--- src/rtl/int_exec_pkg.sv ---
package int_exec_pkg;

  localparam int XLEN  = 32;
  localparam int IMM_W = 16;
  localparam int RIDX_W = 5;
  localparam int OPC_W = 6;

  localparam logic [OPC_W-1:0] OPC_REG   = 6'b000000;
  localparam logic [OPC_W-1:0] OPC_ADDI  = 6'b001000;
  localparam logic [OPC_W-1:0] OPC_ADDIU = 6'b001001;
  localparam logic [OPC_W-1:0] OPC_SLTI  = 6'b001010;
  localparam logic [OPC_W-1:0] OPC_SLTIU = 6'b001011;
  localparam logic [OPC_W-1:0] OPC_ANDI  = 6'b001100;
  localparam logic [OPC_W-1:0] OPC_ORI   = 6'b001101;
  localparam logic [OPC_W-1:0] OPC_XORI  = 6'b001110;
  localparam logic [OPC_W-1:0] OPC_LUI   = 6'b001111;
  localparam logic [OPC_W-1:0] OPC_LD_B  = 6'b100000;
  localparam logic [OPC_W-1:0] OPC_LD_H  = 6'b100001;
  localparam logic [OPC_W-1:0] OPC_LD_W  = 6'b100011;
  localparam logic [OPC_W-1:0] OPC_ST_B  = 6'b101000;
  localparam logic [OPC_W-1:0] OPC_ST_H  = 6'b101001;
  localparam logic [OPC_W-1:0] OPC_ST_W  = 6'b101011;

  localparam logic [5:0] FN_ADD  = 6'b100000;
  localparam logic [5:0] FN_ADDU = 6'b100001;
  localparam logic [5:0] FN_SUB  = 6'b100010;
  localparam logic [5:0] FN_SUBU = 6'b100011;
  localparam logic [5:0] FN_AND  = 6'b100100;
  localparam logic [5:0] FN_OR   = 6'b100101;
  localparam logic [5:0] FN_XOR  = 6'b100110;
  localparam logic [5:0] FN_NOR  = 6'b100111;
  localparam logic [5:0] FN_SLT  = 6'b101010;
  localparam logic [5:0] FN_SLTU = 6'b101011;

  typedef enum logic [3:0] {
    OP_ADD, OP_SUB, OP_AND, OP_OR, OP_XOR, OP_NOR, OP_SLT, OP_SLTU, OP_PASSB
  } alu_op_e;

  typedef enum logic [1:0] {
    IMM_SEXT, IMM_ZEXT, IMM_HIGH
  } imm_mode_e;

  typedef enum logic [1:0] {
    SZ_BYTE = 2'd0, SZ_HALF = 2'd1, SZ_WORD = 2'd2
  } mem_size_e;

  typedef struct packed {
    logic      legal;
    alu_op_e   op;
    logic      use_imm;
    imm_mode_e imm_mode;
    logic      dst_is_rd;
    logic      writes;
    logic      chk_ovf;
    logic      is_load;
    logic      is_store;
    mem_size_e size;
  } ctrl_t;

  // Signed overflow of a sum: operands agree in sign, sum does not.
  function automatic logic add_overflow(input logic a_msb, input logic b_msb,
                                        input logic s_msb);
    return (a_msb == b_msb) && (s_msb != a_msb);
  endfunction

  // Signed overflow of a difference: operands differ in sign, result sign flips from a.
  function automatic logic sub_overflow(input logic a_msb, input logic b_msb,
                                        input logic d_msb);
    return (a_msb != b_msb) && (d_msb != a_msb);
  endfunction

endpackage

--- src/rtl/int_exec_decode.sv ---
module int_exec_decode
  import int_exec_pkg::*;
(
  input  logic [OPC_W-1:0] opcode,
  input  logic [5:0]       funct,
  input  logic [4:0]       shamt,
  output ctrl_t            ctrl
);

  always_comb begin
    ctrl          = '0;
    ctrl.op       = OP_ADD;
    ctrl.imm_mode = IMM_SEXT;
    ctrl.size     = SZ_BYTE;
    unique case (opcode)
      OPC_REG: begin
        ctrl.legal     = (shamt == 5'd0);
        ctrl.dst_is_rd = 1'b1;
        ctrl.writes    = 1'b1;
        unique case (funct)
          FN_ADD:  begin ctrl.op = OP_ADD;  ctrl.chk_ovf = 1'b1; end
          FN_ADDU: ctrl.op = OP_ADD;
          FN_SUB:  begin ctrl.op = OP_SUB;  ctrl.chk_ovf = 1'b1; end
          FN_SUBU: ctrl.op = OP_SUB;
          FN_AND:  ctrl.op = OP_AND;
          FN_OR:   ctrl.op = OP_OR;
          FN_XOR:  ctrl.op = OP_XOR;
          FN_NOR:  ctrl.op = OP_NOR;
          FN_SLT:  ctrl.op = OP_SLT;
          FN_SLTU: ctrl.op = OP_SLTU;
          default: ctrl.legal = 1'b0;
        endcase
      end
      OPC_ADDI, OPC_ADDIU, OPC_SLTI, OPC_SLTIU,
      OPC_ANDI, OPC_ORI, OPC_XORI, OPC_LUI: begin
        ctrl.legal   = 1'b1;
        ctrl.writes  = 1'b1;
        ctrl.use_imm = 1'b1;
        unique case (opcode[2:0])
          3'b000: begin ctrl.op = OP_ADD; ctrl.chk_ovf = 1'b1; end
          3'b001: ctrl.op = OP_ADD;
          3'b010: ctrl.op = OP_SLT;
          3'b011: ctrl.op = OP_SLTU;
          3'b100: begin ctrl.op = OP_AND; ctrl.imm_mode = IMM_ZEXT; end
          3'b101: begin ctrl.op = OP_OR;  ctrl.imm_mode = IMM_ZEXT; end
          3'b110: begin ctrl.op = OP_XOR; ctrl.imm_mode = IMM_ZEXT; end
          default: begin ctrl.op = OP_PASSB; ctrl.imm_mode = IMM_HIGH; end
        endcase
      end
      OPC_LD_B, OPC_LD_H, OPC_LD_W: begin
        ctrl.legal   = 1'b1;
        ctrl.writes  = 1'b1;
        ctrl.is_load = 1'b1;
        ctrl.size    = (opcode[1:0] == 2'b00) ? SZ_BYTE :
                       (opcode[1:0] == 2'b01) ? SZ_HALF : SZ_WORD;
      end
      OPC_ST_B, OPC_ST_H, OPC_ST_W: begin
        ctrl.legal    = 1'b1;
        ctrl.is_store = 1'b1;
        ctrl.size     = (opcode[1:0] == 2'b00) ? SZ_BYTE :
                        (opcode[1:0] == 2'b01) ? SZ_HALF : SZ_WORD;
      end
      default: ctrl.legal = 1'b0;
    endcase
  end

endmodule

--- src/rtl/int_exec_immgen.sv ---
module int_exec_immgen
  import int_exec_pkg::*;
#(
  parameter int DATA_W = XLEN,
  parameter int IMM_BITS = IMM_W
) (
  input  logic [IMM_BITS-1:0] imm,
  input  imm_mode_e           mode,
  output logic [DATA_W-1:0]   imm_ext
);

  localparam int PAD_W = DATA_W - IMM_BITS;

  logic [DATA_W-1:0] sext_v, zext_v, high_v;

  generate
    if (PAD_W > 0) begin : g_pad
      assign sext_v = {{PAD_W{imm[IMM_BITS-1]}}, imm};
      assign zext_v = {{PAD_W{1'b0}}, imm};
      assign high_v = {imm, {PAD_W{1'b0}}};
    end else begin : g_nopad
      assign sext_v = imm;
      assign zext_v = imm;
      assign high_v = imm;
    end
  endgenerate

  always_comb begin
    unique case (mode)
      IMM_ZEXT: imm_ext = zext_v;
      IMM_HIGH: imm_ext = high_v;
      default:  imm_ext = sext_v;
    endcase
  end

endmodule

--- src/rtl/int_exec_alu.sv ---
module int_exec_alu
  import int_exec_pkg::*;
#(
  parameter int DATA_W = XLEN
) (
  input  logic [DATA_W-1:0] a,
  input  logic [DATA_W-1:0] b,
  input  alu_op_e           op,
  output logic [DATA_W-1:0] y,
  output logic              ovf_evt
);

  localparam int MSB = DATA_W - 1;

  logic [DATA_W-1:0] sum_v, diff_v;
  logic              lt_s, lt_u;

  assign sum_v  = a + b;
  assign diff_v = a - b;
  assign lt_s   = $signed(a) < $signed(b);
  assign lt_u   = a < b;

  always_comb begin
    y       = '0;
    ovf_evt = 1'b0;
    unique case (op)
      OP_ADD: begin
        y       = sum_v;
        ovf_evt = add_overflow(a[MSB], b[MSB], sum_v[MSB]);
      end
      OP_SUB: begin
        y       = diff_v;
        ovf_evt = sub_overflow(a[MSB], b[MSB], diff_v[MSB]);
      end
      OP_AND:  y = a & b;
      OP_OR:   y = a | b;
      OP_XOR:  y = a ^ b;
      OP_NOR:  y = ~(a | b);
      OP_SLT:  y = {{(DATA_W-1){1'b0}}, lt_s};
      OP_SLTU: y = {{(DATA_W-1){1'b0}}, lt_u};
      default: y = b;
    endcase
  end

endmodule

--- src/rtl/int_exec_agu.sv ---
module int_exec_agu #(
  parameter int DATA_W = 32
) (
  input  logic [DATA_W-1:0] base,
  input  logic [DATA_W-1:0] offset,
  output logic [DATA_W-1:0] addr
);

  assign addr = base + offset;

endmodule

--- src/rtl/int_exec_unit.sv ---
module int_exec_unit
  import int_exec_pkg::*;
#(
  parameter int DATA_W = XLEN,
  parameter int REG_IDX_W = RIDX_W
) (
  input  logic [31:0]          instr,
  input  logic [DATA_W-1:0]    rs_val,
  input  logic [DATA_W-1:0]    rt_val,
  output logic [DATA_W-1:0]    result,
  output logic [REG_IDX_W-1:0] dest_idx,
  output logic                 rf_we,
  output logic [DATA_W-1:0]    mem_addr,
  output logic                 mem_rd,
  output logic                 mem_wr,
  output logic [1:0]           mem_size,
  output logic                 ovf,
  output logic                 illegal
);

  // Instruction fields
  logic [OPC_W-1:0]     f_opc;
  logic [REG_IDX_W-1:0] f_rt, f_rd;
  logic [4:0]           f_shamt;
  logic [5:0]           f_funct;
  logic [IMM_W-1:0]     f_imm;

  assign f_opc   = instr[31:26];
  assign f_rt    = instr[20:16];
  assign f_rd    = instr[15:11];
  assign f_shamt = instr[10:6];
  assign f_funct = instr[5:0];
  assign f_imm   = instr[15:0];

  ctrl_t             ctrl;
  logic [DATA_W-1:0] imm_ext, opnd_b, alu_y, eff_addr;
  logic              alu_ovf_evt;

  // Named internal events
  logic                 is_mem;
  logic [REG_IDX_W-1:0] dst_sel;
  logic                 dst_is_zero;
  logic                 ovf_event;

  int_exec_decode u_dec (
    .opcode (f_opc),
    .funct  (f_funct),
    .shamt  (f_shamt),
    .ctrl   (ctrl)
  );

  int_exec_immgen #(.DATA_W(DATA_W), .IMM_BITS(IMM_W)) u_imm (
    .imm     (f_imm),
    .mode    (ctrl.imm_mode),
    .imm_ext (imm_ext)
  );

  assign opnd_b = ctrl.use_imm ? imm_ext : rt_val;

  int_exec_alu #(.DATA_W(DATA_W)) u_alu (
    .a       (rs_val),
    .b       (opnd_b),
    .op      (ctrl.op),
    .y       (alu_y),
    .ovf_evt (alu_ovf_evt)
  );

  int_exec_agu #(.DATA_W(DATA_W)) u_agu (
    .base   (rs_val),
    .offset (imm_ext),
    .addr   (eff_addr)
  );

  assign is_mem      = ctrl.is_load | ctrl.is_store;
  assign dst_sel     = ctrl.dst_is_rd ? f_rd : f_rt;
  assign dst_is_zero = (dst_sel == '0);
  assign ovf_event   = ctrl.legal & ctrl.chk_ovf & alu_ovf_evt;

  assign illegal  = ~ctrl.legal;
  assign ovf      = ovf_event;
  assign mem_rd   = ctrl.legal & ctrl.is_load;
  assign mem_wr   = ctrl.legal & ctrl.is_store;
  assign mem_size = (ctrl.legal & is_mem) ? ctrl.size : 2'd0;
  assign mem_addr = (ctrl.legal & is_mem) ? eff_addr : '0;
  assign result   = ~ctrl.legal ? '0 : (is_mem ? eff_addr : alu_y);
  assign dest_idx = (ctrl.legal & ctrl.writes) ? dst_sel : '0;
  assign rf_we    = ctrl.legal & ctrl.writes & ~dst_is_zero & ~ovf_event;

endmodule

--- config.mk ---
export PLATFORM = sky130hd
export DESIGN_NAME = int_exec_unit
export DESIGN_NICKNAME = d
export VERILOG_FILES = /design/src/rtl/int_exec_pkg.sv /design/src/rtl/int_exec_decode.sv /design/src/rtl/int_exec_immgen.sv /design/src/rtl/int_exec_alu.sv /design/src/rtl/int_exec_agu.sv /design/src/rtl/int_exec_unit.sv
export SDC_FILE = /design/constraint.sdc
export NUM_CORES = 1
export LEC_CHECK = 0
export ABC_AREA = 1
export BUFFER_PORTS_ARGS = -buffer_cell sky130_fd_sc_hd__buf_4
export CAP_MARGIN = 20
export CORE_MARGIN = 2
export CORE_UTILIZATION = 49
export DETAILED_ROUTE_END_ITERATION = 7
export PLACE_DENSITY_LB_ADDON = 0.08
export SYNTH_ARGS = -nofsm -noshare
export SYNTH_HDL_FRONTEND = slang
export SYNTH_HIERARCHICAL = 1
export SYNTH_SLANG_ARGS = --single-unit
--- constraint.sdc ---
create_clock -name vclk -period 9.61
set_input_delay 2.883 -clock vclk [all_inputs]
set_output_delay 2.883 -clock vclk [all_outputs]
set_load 0.02 [all_outputs]
==> results of run 1 <==
worst max-delay path: cells and delay by family:
kind | cells | cell delay (ps)
adders and majority gates | 2 | 620
muxes | 1 | 320
and+or+nand+nor | 15 | 1730
buffers and inverters | 8 | 890
AOI/OAI and AO/OA | 1 | 200
cells by family (layout without fill, tap and decap cells):
logic type               after synthesis  in the layout
AO/OA/AOI/OAI                        219            219
buffers and inverters                571            896
AND/OR/NAND/NOR                     1297           1297
XOR/XNOR                              16             16
adder cells (fa/ha/maj)              139            139
multiplexers                          32             32
worst min path at each step:
stage	from	end	slack, ps	depth (start not counted)
floorplan	instr[27]	mem_size[0]	5920	3
global placement	instr[18]	dest_idx[2]	6210	6
detailed placement	instr[18]	dest_idx[2]	6210	6
CTS	instr[18]	dest_idx[2]	6220	6
global route	instr[16]	dest_idx[0]	6270	4
finish	instr[16]	dest_idx[0]	6220	4
through the flow:
step	util	power (mW)
4_1_cts	0.6321	0.9253
5_1_grt	0.6570	1.091
6_report	0.6570	1.008
3_5_place_dp	0.6255	0.9089
3_3_place_gp	0.6255	0.8954
2_1_floorplan	-	0.5465
cells in the final DEF, fill, tap and decap left out, types with 23 or more instances in the layout:
master and instances:
sky130_fd_sc_hd__nand3_1 182, sky130_fd_sc_hd__nor2_2 31, sky130_fd_sc_hd__buf_4 393, sky130_fd_sc_hd__mux2_2 25, sky130_fd_sc_hd__nor2_1 205, sky130_fd_sc_hd__nand4_1 36
sky130_fd_sc_hd__nand2_2 41, sky130_fd_sc_hd__nand3_2 23, sky130_fd_sc_hd__nand2_1 732, sky130_fd_sc_hd__inv_2 25, sky130_fd_sc_hd__ha_1 107, sky130_fd_sc_hd__a21oi_1 61
sky130_fd_sc_hd__inv_1 474, sky130_fd_sc_hd__o21ai_0 61
metal layers:
metal  track usage  up-vias  part of all wire
li1              -     7667                 -
met1        0.5163     7066              0.42
met2        0.6430      819              0.45
met3       0.03711       73              0.11
met4       0.08825        0             0.028
met5             0        -                 0
power breakdown:
| part | internal (mW) | leakage [nW] | switching, mW | total (mW) |
|---|---|---|---|---|
| Clock | 0 | 0 | 0 | 0 |
| Sequential | 0 | 0 | 0 | 0 |
| Combinational | 0.395 | 9.03 | 0.613 | 1.01 |
| Total | 0.395 | 9.03 | 0.613 | 1.01 |
cell type report:
cell class	instances	share of cell area
repair buffers	395	0.2004
multi-input cells	1703	0.6493
well taps	285	0.02390
inverters	501	0.1264
Yosys cell counts, drive strengths merged, types with 3 or more instances:
cell,count,area [sq um]
a21oi,75,379.1
ha,136,1702
o211ai,4,30.03
o21bai,8,60.06
o21ai,81,427.9
a221oi,18,157.7
nor2,249,984.7
clkbuf,11,48.80
nor3,24,157.7
nand4,36,225.2
inv,501,1881
nand2,774,2955
xor2,14,122.6
nand3,205,1066
fa,3,60.06
o221ai,5,43.79
mux2,32,360.3
o22ai,16,100.1
a31oi,6,37.54
buf,59,437.9
and3,3,20.02
repair_timing:
action / CTS / global route
pin swaps: 7 / 19
gates resized for setup: 43 / 153
setup endpoints to repair: 27 / 32
setup buffers: 0 / 3
gates cloned: 0 / 0
hold buffers: 0 / 0
==> run_summary.xml, run 1 <==
<?xml version="1.0" encoding="UTF-8"?>
<metrics>
  <group name="routing">
    <metric name="finalWirelength" unit="microns">49080</metric>
    <metric name="wl_per_cell" unit="microns">17.02</metric>
    <metric name="post_drt_via_cell_ratio" unit="">5.418</metric>
    <metric name="dr_total_vias" unit="">15625</metric>
    <metric name="postRouteAntennaNets" unit="">0</metric>
    <metric name="detailedRoute.firstPassIterationCount" unit="">8</metric>
    <metric name="residual_drc_count" unit="">0</metric>
    <metric name="detailedRoute.firstIterationViolations" unit="">1873</metric>
  </group>
  <group name="finish">
    <metric name="clock_buffers" unit="">0</metric>
    <metric name="nets" unit="">2836</metric>
    <metric name="final_non_filler_cells" unit="">2884</metric>
    <metric name="n_antenna_cell" unit="">0</metric>
    <metric name="sequential_cell_count_of_the_final_layout" unit="">0</metric>
    <metric name="synthToLayoutAreaGrowth" unit="%">31.28</metric>
    <metric name="seqCellArea" unit="sq um">0</metric>
    <metric name="final_layout_size_suffix_gt1_frac" unit="">0.2455</metric>
    <metric name="fin_area" unit="sq um">14920</metric>
    <metric name="layout.filler_cells" unit="">2296</metric>
    <metric name="multi_input_comb_area" unit="sq um">9687</metric>
  </group>
  <group name="placement">
    <metric name="post-place-cells" unit="">2881</metric>
    <metric name="io_buffers" unit="">167</metric>
    <metric name="detailed_place.area" unit="sq um">14200</metric>
    <metric name="finalWeightedCongestion" unit="">1.068</metric>
    <metric name="place.detailed.hpwl" unit="microns">41210</metric>
    <metric name="dp_slack" unit="ps">-204.4</metric>
  </group>
  <group name="worst_setup_path">
    <metric name="slowest_delay" unit="ps">320</metric>
    <metric name="crit_start" unit="">instr[31]</metric>
    <metric name="worstSetupPathType" unit="">in -&gt; out</metric>
    <metric name="cp_data_arrival_time" unit="ps">6660</metric>
    <metric name="cp-end-kind" unit="">output port</metric>
    <metric name="setup.worst_path.start_class" unit="">primary input</metric>
    <metric name="crit_end" unit="">rf_we</metric>
    <metric name="cpMaxStageDelayCell" unit="">sky130_fd_sc_hd__mux2_2</metric>
    <metric name="path_common_cell" unit="">sky130_fd_sc_hd__buf_4</metric>
    <metric name="crit_fanout" unit="">14</metric>
    <metric name="cp_data_required_time" unit="ps">6730</metric>
  </group>
  <group name="timing">
    <metric name="max-slew-margin-rel" unit="">0.3928</metric>
    <metric name="final_max_slew_viol_count" unit="">0</metric>
    <metric name="finalWorstPathRequiredPeriod" unit="ps">9545</metric>
    <metric name="finalHoldViolCount" unit="">0</metric>
    <metric name="worst_slew_pin_slew" unit="ps">909.9</metric>
    <metric name="fmaxAchievable" unit="GHz">0.1048</metric>
    <metric name="setup_ws" unit="ps">65.16</metric>
    <metric name="setup_viol" unit="">0</metric>
    <metric name="tns" unit="ps">0</metric>
    <metric name="final.period_utilization" unit="">0.9932</metric>
    <metric name="fin_worst_hold_slack" unit="ps">6219</metric>
    <metric name="grt_setup_unrepaired" unit="">true</metric>
  </group>
  <group name="die">
    <metric name="die_w" unit="microns">156.3</metric>
    <metric name="die_height" unit="microns">156.3</metric>
    <metric name="floorplan.io_pins" unit="">172</metric>
    <metric name="design.core.area" unit="sq um">22710</metric>
    <metric name="placementRows" unit="">55</metric>
    <metric name="die-area" unit="sq um">24430</metric>
    <metric name="initial_core_util" unit="">0.5004</metric>
  </group>
  <group name="yosys">
    <metric name="synthesis.area" unit="sq um">11360</metric>
    <metric name="postSynthCellCount" unit="">2274</metric>
    <metric name="synth_xor_xnor_area_share" unit="">0.01233</metric>
    <metric name="synth_warnings" unit="">6</metric>
    <metric name="main_combinational_cell_family_by_area_after_synthesis" unit="">simple AND/OR/NAND/NOR gates</metric>
    <metric name="synthDistinctLibCells" unit="">47</metric>
    <metric name="synthSimpleGateAreaFrac" unit="">0.4797</metric>
    <metric name="synthMuxAreaShare" unit="">0.03171</metric>
    <metric name="synth_adder_area_share" unit="">0.1550</metric>
    <metric name="postSynthNetCount" unit="">2509</metric>
    <metric name="synth-seq-area-share" unit="">0</metric>
    <metric name="compound_gate_portion_of_the_synthesized_area" unit="">0.1130</metric>
    <metric name="avgSynthCellArea" unit="sq um">4.998</metric>
  </group>
  <group name="run_status">
    <metric name="run_status" unit="">completed</metric>
  </group>
  <group name="hold_path">
    <metric name="worstHoldPathType" unit="">in -&gt; out</metric>
  </group>
  <group name="run">
    <metric name="maxCapViolCount" unit="">0</metric>
  </group>
  <group name="global_routing">
    <metric name="first_pass_grt_wire_length" unit="microns">72710</metric>
    <metric name="antenna_found_initial" unit="">0</metric>
    <metric name="grt_pass1_vias" unit="">14171</metric>
    <metric name="grt_use_total" unit="">0.3790</metric>
    <metric name="maximum_number_of_pins_on_one_net_before_global_route_repair" unit="">43</metric>
    <metric name="grt_overflow" unit="">0</metric>
  </group>
  <group name="power_and_ir_drop">
    <metric name="powerDensity" unit="nW/um^2">67.56</metric>
    <metric name="max-vdd-ir-drop" unit="V">0.00002730</metric>
    <metric name="power_leakage" unit="nW">9.029</metric>
  </group>
</metrics>
No activity file was read; power rests on OpenSTA's default activity.
==> run 2, diff against run 1 <==
--- a/config.mk
+++ b/config.mk
@@ -6,6 +6,7 @@
 export NUM_CORES = 1
 export LEC_CHECK = 0
 export ABC_AREA = 1
+export ABC_CLOCK_PERIOD_IN_PS = 9610
 export BUFFER_PORTS_ARGS = -buffer_cell sky130_fd_sc_hd__buf_4
 export CAP_MARGIN = 20
 export CORE_MARGIN = 2
==> constraint.sdc (replaced) <==
create_clock -name vclk -period 9.61
set_input_delay 2.883 -clock vclk [all_inputs]
set_output_delay 2.883 -clock vclk [all_outputs]
set_load 0.01 [all_outputs]
==> run 2 against run 1 <==
Effect of this change:
- first-iteration DRC count fell by 26%
- non-clock buffer count fell by 9
- total power fell by 4.4%
- critical path type unchanged
- largest cell class unchanged
==> run_summary.xml, run 2 (same netlist as run 1, synthesis figures left out) <==
<?xml version="1.0" encoding="UTF-8"?>
<metrics>
  <group name="run_status">
    <metric name="run_status" unit="">completed</metric>
  </group>
  <group name="routing">
    <metric name="finalWirelength" unit="microns">48970</metric>
    <metric name="postRouteAntennaNets" unit="">0</metric>
    <metric name="detailedRoute.firstPassIterationCount" unit="">7</metric>
    <metric name="residual_drc_count" unit="">0</metric>
    <metric name="wl_per_cell" unit="microns">17.03</metric>
    <metric name="post_drt_via_cell_ratio" unit="">5.394</metric>
    <metric name="dr_total_vias" unit="">15507</metric>
    <metric name="detailedRoute.firstIterationViolations" unit="">1385</metric>
  </group>
  <group name="worst_setup_path">
    <metric name="crit_fanout" unit="">8</metric>
    <metric name="worstSetupPathType" unit="">in -&gt; out</metric>
    <metric name="cp_data_required_time" unit="ps">6730</metric>
    <metric name="cp-end-kind" unit="">output port</metric>
    <metric name="cp_data_arrival_time" unit="ps">6590</metric>
    <metric name="setup.worst_path.start_class" unit="">primary input</metric>
  </group>
  <group name="power_and_ir_drop">
    <metric name="powerDensity" unit="nW/um^2">65.99</metric>
    <metric name="power_leakage" unit="nW">8.968</metric>
    <metric name="report.power.total" unit="uW">963.1</metric>
    <metric name="max-vdd-ir-drop" unit="V">0.00002749</metric>
  </group>
  <group name="finish">
    <metric name="clock_buffers" unit="">0</metric>
    <metric name="mostFrequentLayoutCell" unit="">sky130_fd_sc_hd__nand2_1</metric>
    <metric name="mostFrequentLayoutCells" unit="">sky130_fd_sc_hd__nand2_1, sky130_fd_sc_hd__inv_1, sky130_fd_sc_hd__buf_4, sky130_fd_sc_hd__nor2_1, sky130_fd_sc_hd__nand3_1</metric>
    <metric name="final_core_util" unit="">0.6426</metric>
    <metric name="sequential_cell_count_of_the_final_layout" unit="">0</metric>
    <metric name="n_antenna_cell" unit="">0</metric>
    <metric name="seqCellArea" unit="sq um">0</metric>
    <metric name="fin_area" unit="sq um">14590</metric>
    <metric name="nets" unit="">2827</metric>
    <metric name="synthToLayoutAreaGrowth" unit="%">28.42</metric>
    <metric name="final_layout_size_suffix_gt1_frac" unit="">0.2166</metric>
  </group>
  <group name="die">
    <metric name="design.core.area" unit="sq um">22710</metric>
    <metric name="placementRows" unit="">55</metric>
    <metric name="die-area" unit="sq um">24430</metric>
    <metric name="die_w" unit="microns">156.3</metric>
    <metric name="floorplan.io_pins" unit="">172</metric>
    <metric name="initial_core_util" unit="">0.5004</metric>
    <metric name="die_height" unit="microns">156.3</metric>
  </group>
  <group name="placement">
    <metric name="finalWeightedCongestion" unit="">1.031</metric>
    <metric name="place.detailed.hpwl" unit="microns">41210</metric>
    <metric name="dp_slack" unit="ps">-105.5</metric>
    <metric name="detailed_place.area" unit="sq um">14120</metric>
    <metric name="io_buffers" unit="">167</metric>
  </group>
  <group name="timing">
    <metric name="finalWorstPathRequiredPeriod" unit="ps">9473</metric>
    <metric name="grt_setup_unrepaired" unit="">true</metric>
    <metric name="worst_slew_pin_slew" unit="ps">621.1</metric>
    <metric name="setup_ws" unit="ps">137.5</metric>
    <metric name="max-slew-margin-rel" unit="">0.5855</metric>
    <metric name="final_max_slew_viol_count" unit="">0</metric>
    <metric name="setup_viol" unit="">0</metric>
    <metric name="finalHoldViolCount" unit="">0</metric>
    <metric name="final.period_utilization" unit="">0.9857</metric>
    <metric name="fmaxAchievable" unit="GHz">0.1056</metric>
  </group>
  <group name="hold_path">
    <metric name="worstHoldPathType" unit="">in -&gt; out</metric>
    <metric name="whs_endpoint" unit="">dest_idx[2]</metric>
    <metric name="worst_hold_path.num_cells" unit="">6</metric>
    <metric name="holdCritStartpoint" unit="">instr[18]</metric>
  </group>
  <group name="global_routing">
    <metric name="grt_pass1_vias" unit="">14084</metric>
    <metric name="first_pass_grt_wire_length" unit="microns">73370</metric>
    <metric name="grt_overflow" unit="">0</metric>
    <metric name="maximum_number_of_pins_on_one_net_before_global_route_repair" unit="">43</metric>
    <metric name="grt_use_total" unit="">0.3835</metric>
    <metric name="antenna_found_initial" unit="">0</metric>
  </group>
  <group name="run">
    <metric name="maxCapViolCount" unit="">0</metric>
  </group>
  <group name="clock_network">
    <metric name="holdBufCountCts" unit="">0</metric>
  </group>
</metrics>
-- run 2: what timing repair did --
| action | CTS | global route |
|---|---|---|
| endpoints found under the hold margin | 0 | 0 |
| endpoints found under the setup margin | 13 | 31 |
| gates resized for setup | 6 | 106 |
| pin swaps | 1 | 5 |
| buffers inserted | 3 | 0 |
-- run 2: through the flow --
step / hold slack [ps] / setup TNS, ps / std cells
global route: 6225 / -166.4 / 2875
floorplan: 5887 / 0 / 2274
detailed placement: 6183 / -412.8 / 2872
CTS: 6193 / 0 / 2875
finish: 6193 / 0 / 2875
global placement: 6186 / -300.7 / 2872
-- run 2: routing by layer --
metal,part of all wire,GRT usage,vias to the layer above
li1,-,-,7648
met1,0.43,0.5298,7001
met2,0.44,0.6337,761
met3,0.099,0.03932,97
met4,0.032,0.1027,0
met5,0,0,-
-- run 2: how the worst max path moves through the flow --
stage,slack [ps],cells after the start,startpoint,endpoint
after floorplan,670,25,instr[28],result[0]
after global placement,-90,25,instr[31],result[0]
after detailed placement,-110,27,instr[31],rf_we
after CTS,8,27,instr[31],result[10]
after global routing,-40,27,instr[31],rf_we
final,140,26,instr[31],result[12]
-- run 2: power by group --
group | internal (mW) | leakage [nW] | switching (mW)
Clock | 0 | 0 | 0
Sequential | 0 | 0 | 0
Combinational | 0.377 | 8.97 | 0.586
Total | 0.377 | 8.97 | 0.586
-- run 2: cell type report --
| type | instances | area [sq um] |
|---|---|---|
| fillers | 2329 | 8115 |
| inverters | 501 | 1883 |
| multi-input cells | 1703 | 9432 |
| well taps | 285 | 356.6 |
| repair buffers | 386 | 2923 |
-- run 2: worst max-delay path, cell delays in order --
cell	delay [ps]
sky130_fd_sc_hd__buf_4	120
sky130_fd_sc_hd__nor2_4	90
sky130_fd_sc_hd__nand2_1	90
sky130_fd_sc_hd__nor3_2	110
sky130_fd_sc_hd__buf_4	150
sky130_fd_sc_hd__inv_1	60
sky130_fd_sc_hd__ha_4	310
sky130_fd_sc_hd__nor2_4	60
sky130_fd_sc_hd__buf_4	150
sky130_fd_sc_hd__buf_4	140
sky130_fd_sc_hd__nor2_1	150
sky130_fd_sc_hd__mux2_2	210
sky130_fd_sc_hd__inv_1	80
sky130_fd_sc_hd__ha_4	350
sky130_fd_sc_hd__nand2_1	130
sky130_fd_sc_hd__nor2_1	220
sky130_fd_sc_hd__nand3_1	120
sky130_fd_sc_hd__nand3_2	110
sky130_fd_sc_hd__o21ai_1	60
sky130_fd_sc_hd__nand2_1	70
sky130_fd_sc_hd__nand4_1	200
sky130_fd_sc_hd__o21ai_1	160
sky130_fd_sc_hd__inv_1	60
sky130_fd_sc_hd__nand3_1	170
sky130_fd_sc_hd__o21ai_0	150
sky130_fd_sc_hd__buf_4	170
==> run 3, diff against run 2 <==
--- a/config.mk
+++ b/config.mk
@@ -6,13 +6,12 @@
 export NUM_CORES = 1
 export LEC_CHECK = 0
 export ABC_AREA = 1
-export ABC_CLOCK_PERIOD_IN_PS = 9610
+export ABC_CLOCK_PERIOD_IN_PS = 8800
 export BUFFER_PORTS_ARGS = -buffer_cell sky130_fd_sc_hd__buf_4
 export CAP_MARGIN = 20
 export CORE_MARGIN = 2
-export CORE_UTILIZATION = 49
+export CORE_UTILIZATION = 40
 export DETAILED_ROUTE_END_ITERATION = 7
-export PLACE_DENSITY_LB_ADDON = 0.08
 export SYNTH_ARGS = -nofsm -noshare
 export SYNTH_HDL_FRONTEND = slang
 export SYNTH_HIERARCHICAL = 1
==> constraint.sdc (replaced) <==
create_clock -name vclk -period 8.8
set_input_delay 2.64 -clock vclk [all_inputs]
set_output_delay 2.64 -clock vclk [all_outputs]
set_load 0.01 [all_outputs]
==> run 3 against run 2 <==
Effect of this change:
- utilization decreased by 1.3 points
- flip-flop and latch count unchanged
- design area grew 20%
- the run now ends with negative setup slack left
- largest cell class unchanged
==> run_summary.xml, run 3 (same netlist as run 1, synthesis figures left out) <==
<?xml version="1.0" encoding="UTF-8"?>
<metrics>
  <group name="run_status">
    <metric name="run_status" unit="">complete, but fails checks</metric>
    <metric name="failed_checks" unit="">negative setup slack</metric>
  </group>
  <group name="finish">
    <metric name="clock_buffers" unit="">0</metric>
    <metric name="mostFrequentLayoutCell" unit="">sky130_fd_sc_hd__nand2_1</metric>
    <metric name="synthToLayoutAreaGrowth" unit="%">54.46</metric>
    <metric name="nets" unit="">2970</metric>
    <metric name="final_layout_size_suffix_gt1_frac" unit="">0.3765</metric>
    <metric name="n_antenna_cell" unit="">0</metric>
    <metric name="seqCellArea" unit="sq um">0</metric>
    <metric name="sequential_cell_count_of_the_final_layout" unit="">0</metric>
    <metric name="final_core_util" unit="">0.6301</metric>
    <metric name="mostFrequentLayoutCells" unit="">sky130_fd_sc_hd__nand2_1, sky130_fd_sc_hd__buf_4, sky130_fd_sc_hd__inv_1, sky130_fd_sc_hd__nor2_1, sky130_fd_sc_hd__nand3_1</metric>
  </group>
  <group name="worst_setup_path">
    <metric name="critical_path.n_buffers_inverters" unit="">9</metric>
    <metric name="cp.depth" unit="">28</metric>
    <metric name="critPathTopFamily" unit="">simple AND/OR/NAND/NOR gates</metric>
    <metric name="crit_fanout" unit="">6</metric>
    <metric name="slowest_delay" unit="ps">360</metric>
    <metric name="cpMaxStageDelayCell" unit="">sky130_fd_sc_hd__ha_4</metric>
    <metric name="cp_data_arrival_time" unit="ps">6290</metric>
    <metric name="cp_data_required_time" unit="ps">6160</metric>
    <metric name="cp-end-kind" unit="">output port</metric>
    <metric name="worstSetupPathType" unit="">in -&gt; out</metric>
    <metric name="setup.worst_path.start_class" unit="">primary input</metric>
  </group>
  <group name="routing">
    <metric name="post_drt_via_cell_ratio" unit="">5.221</metric>
    <metric name="m1_wire_length" unit="microns">23440</metric>
    <metric name="wl_met3" unit="microns">4264</metric>
    <metric name="route.met2.wl" unit="microns">24550</metric>
    <metric name="detailedRoute.firstPassIterationCount" unit="">6</metric>
    <metric name="residual_drc_count" unit="">0</metric>
    <metric name="finalWirelength" unit="microns">53840</metric>
    <metric name="wl_per_cell" unit="microns">17.31</metric>
    <metric name="detailedRoute.firstIterationViolations" unit="">1455</metric>
    <metric name="route.top_layer_used" unit="">met4</metric>
    <metric name="postRouteAntennaNets" unit="">0</metric>
    <metric name="dr_total_vias" unit="">16243</metric>
  </group>
  <group name="hold_path">
    <metric name="holdCritStartpoint" unit="">instr[17]</metric>
    <metric name="worstHoldPathType" unit="">in -&gt; out</metric>
    <metric name="whs_endpoint" unit="">dest_idx[1]</metric>
    <metric name="worst_hold_path.num_cells" unit="">4</metric>
  </group>
  <group name="die">
    <metric name="die-area" unit="sq um">29780</metric>
    <metric name="design.core.area" unit="sq um">27860</metric>
    <metric name="initial_core_util" unit="">0.4079</metric>
    <metric name="die_height" unit="microns">172.6</metric>
    <metric name="die_w" unit="microns">172.6</metric>
    <metric name="placementRows" unit="">61</metric>
    <metric name="floorplan.io_pins" unit="">172</metric>
  </group>
  <group name="placement">
    <metric name="finalWeightedCongestion" unit="">1.039</metric>
    <metric name="io_buffers" unit="">167</metric>
    <metric name="place.detailed.hpwl" unit="microns">44230</metric>
    <metric name="dp_slack" unit="ps">-590.1</metric>
  </group>
  <group name="global_routing">
    <metric name="grt_pass1_vias" unit="">15153</metric>
    <metric name="grt_use_total" unit="">0.3361</metric>
    <metric name="grt_overflow" unit="">0</metric>
    <metric name="maximum_number_of_pins_on_one_net_before_global_route_repair" unit="">43</metric>
    <metric name="antenna_found_initial" unit="">0</metric>
    <metric name="first_pass_grt_wire_length" unit="microns">80120</metric>
  </group>
  <group name="timing">
    <metric name="fmaxAchievable" unit="GHz">0.1120</metric>
    <metric name="finalWorstPathRequiredPeriod" unit="ps">8929</metric>
    <metric name="final_max_slew_viol_count" unit="">0</metric>
    <metric name="finalHoldViolCount" unit="">0</metric>
    <metric name="tns" unit="ps">-1068</metric>
    <metric name="grt_setup_unrepaired" unit="">true</metric>
    <metric name="setup_ws" unit="ps">-128.9</metric>
    <metric name="max-slew-margin-rel" unit="">0.5956</metric>
    <metric name="setup_viol" unit="">22</metric>
    <metric name="worst_slew_pin_slew" unit="ps">606.6</metric>
    <metric name="final.period_utilization" unit="">1.015</metric>
  </group>
  <group name="power_and_ir_drop">
    <metric name="powerDensity" unit="nW/um^2">75.08</metric>
    <metric name="max-vdd-ir-drop" unit="V">0.00003253</metric>
    <metric name="power_leakage" unit="nW">9.991</metric>
    <metric name="report.power.total" unit="mW">1.318</metric>
  </group>
  <group name="run">
    <metric name="maxCapViolCount" unit="">0</metric>
  </group>
</metrics>
[run 3: changes by cell type in the layout (fill, tap and decap cells not counted), sizes merged]
cell / previous run / this run
nand2: 774 / 775
buf: 386 / 528
[run 3: final cells by class]
type / count / area, sq um
fillers: 2778 / 10300
multi-input cells: 1704 / 11010
well taps: 378 / 473.0
inverters: 501 / 1926
repair buffers: 528 / 4149
[run 3: report_power, final]
part,internal [mW],switching (mW),leakage [nW]
clock,0,0,0
combinational,0.554,0.764,9.99
sequential,0,0,0
total,0.554,0.764,9.99
[run 3: per-stage QoR]
stage	hold WS, ps	std cells	area (sq um)
2_1_floorplan	5401	2274	11360
3_3_place_gp	5672	3089	15230
3_5_place_dp	5673	3089	15230
4_1_cts	5678	3093	15970
5_1_grt	5743	3111	17550
6_report	5669	3111	17550
[run 3: routing by layer]
| metal | global-route usage | up-vias |
|---|---|---|
| li1 | - | 7943 |
| met1 | 0.4681 | 7504 |
| met2 | 0.5711 | 702 |
| met3 | 0.02067 | 94 |
| met4 | 0.06873 | 0 |
| met5 | 0 | - |
[run 3: repair_timing]
| action | 4_1_cts | 5_1_grt |
|---|---|---|
| setup buffers | 4 | 18 |
| pin swaps | 20 | 111 |
| setup endpoints to repair | 32 | 32 |
| hold buffers | 0 | 0 |
| resized for setup | 180 | 435 |
| gates cloned | 0 | 1 |
[run 3: worst max path at each step]
stage	from	endpoint	slack (ps)
5_1_grt	instr[30]	result[31]	-300
3_3_place_gp	instr[31]	result[0]	-580
2_1_floorplan	instr[28]	result[0]	340
3_5_place_dp	instr[31]	result[0]	-590
6_report	instr[30]	result[26]	-130
4_1_cts	instr[31]	result[0]	-8
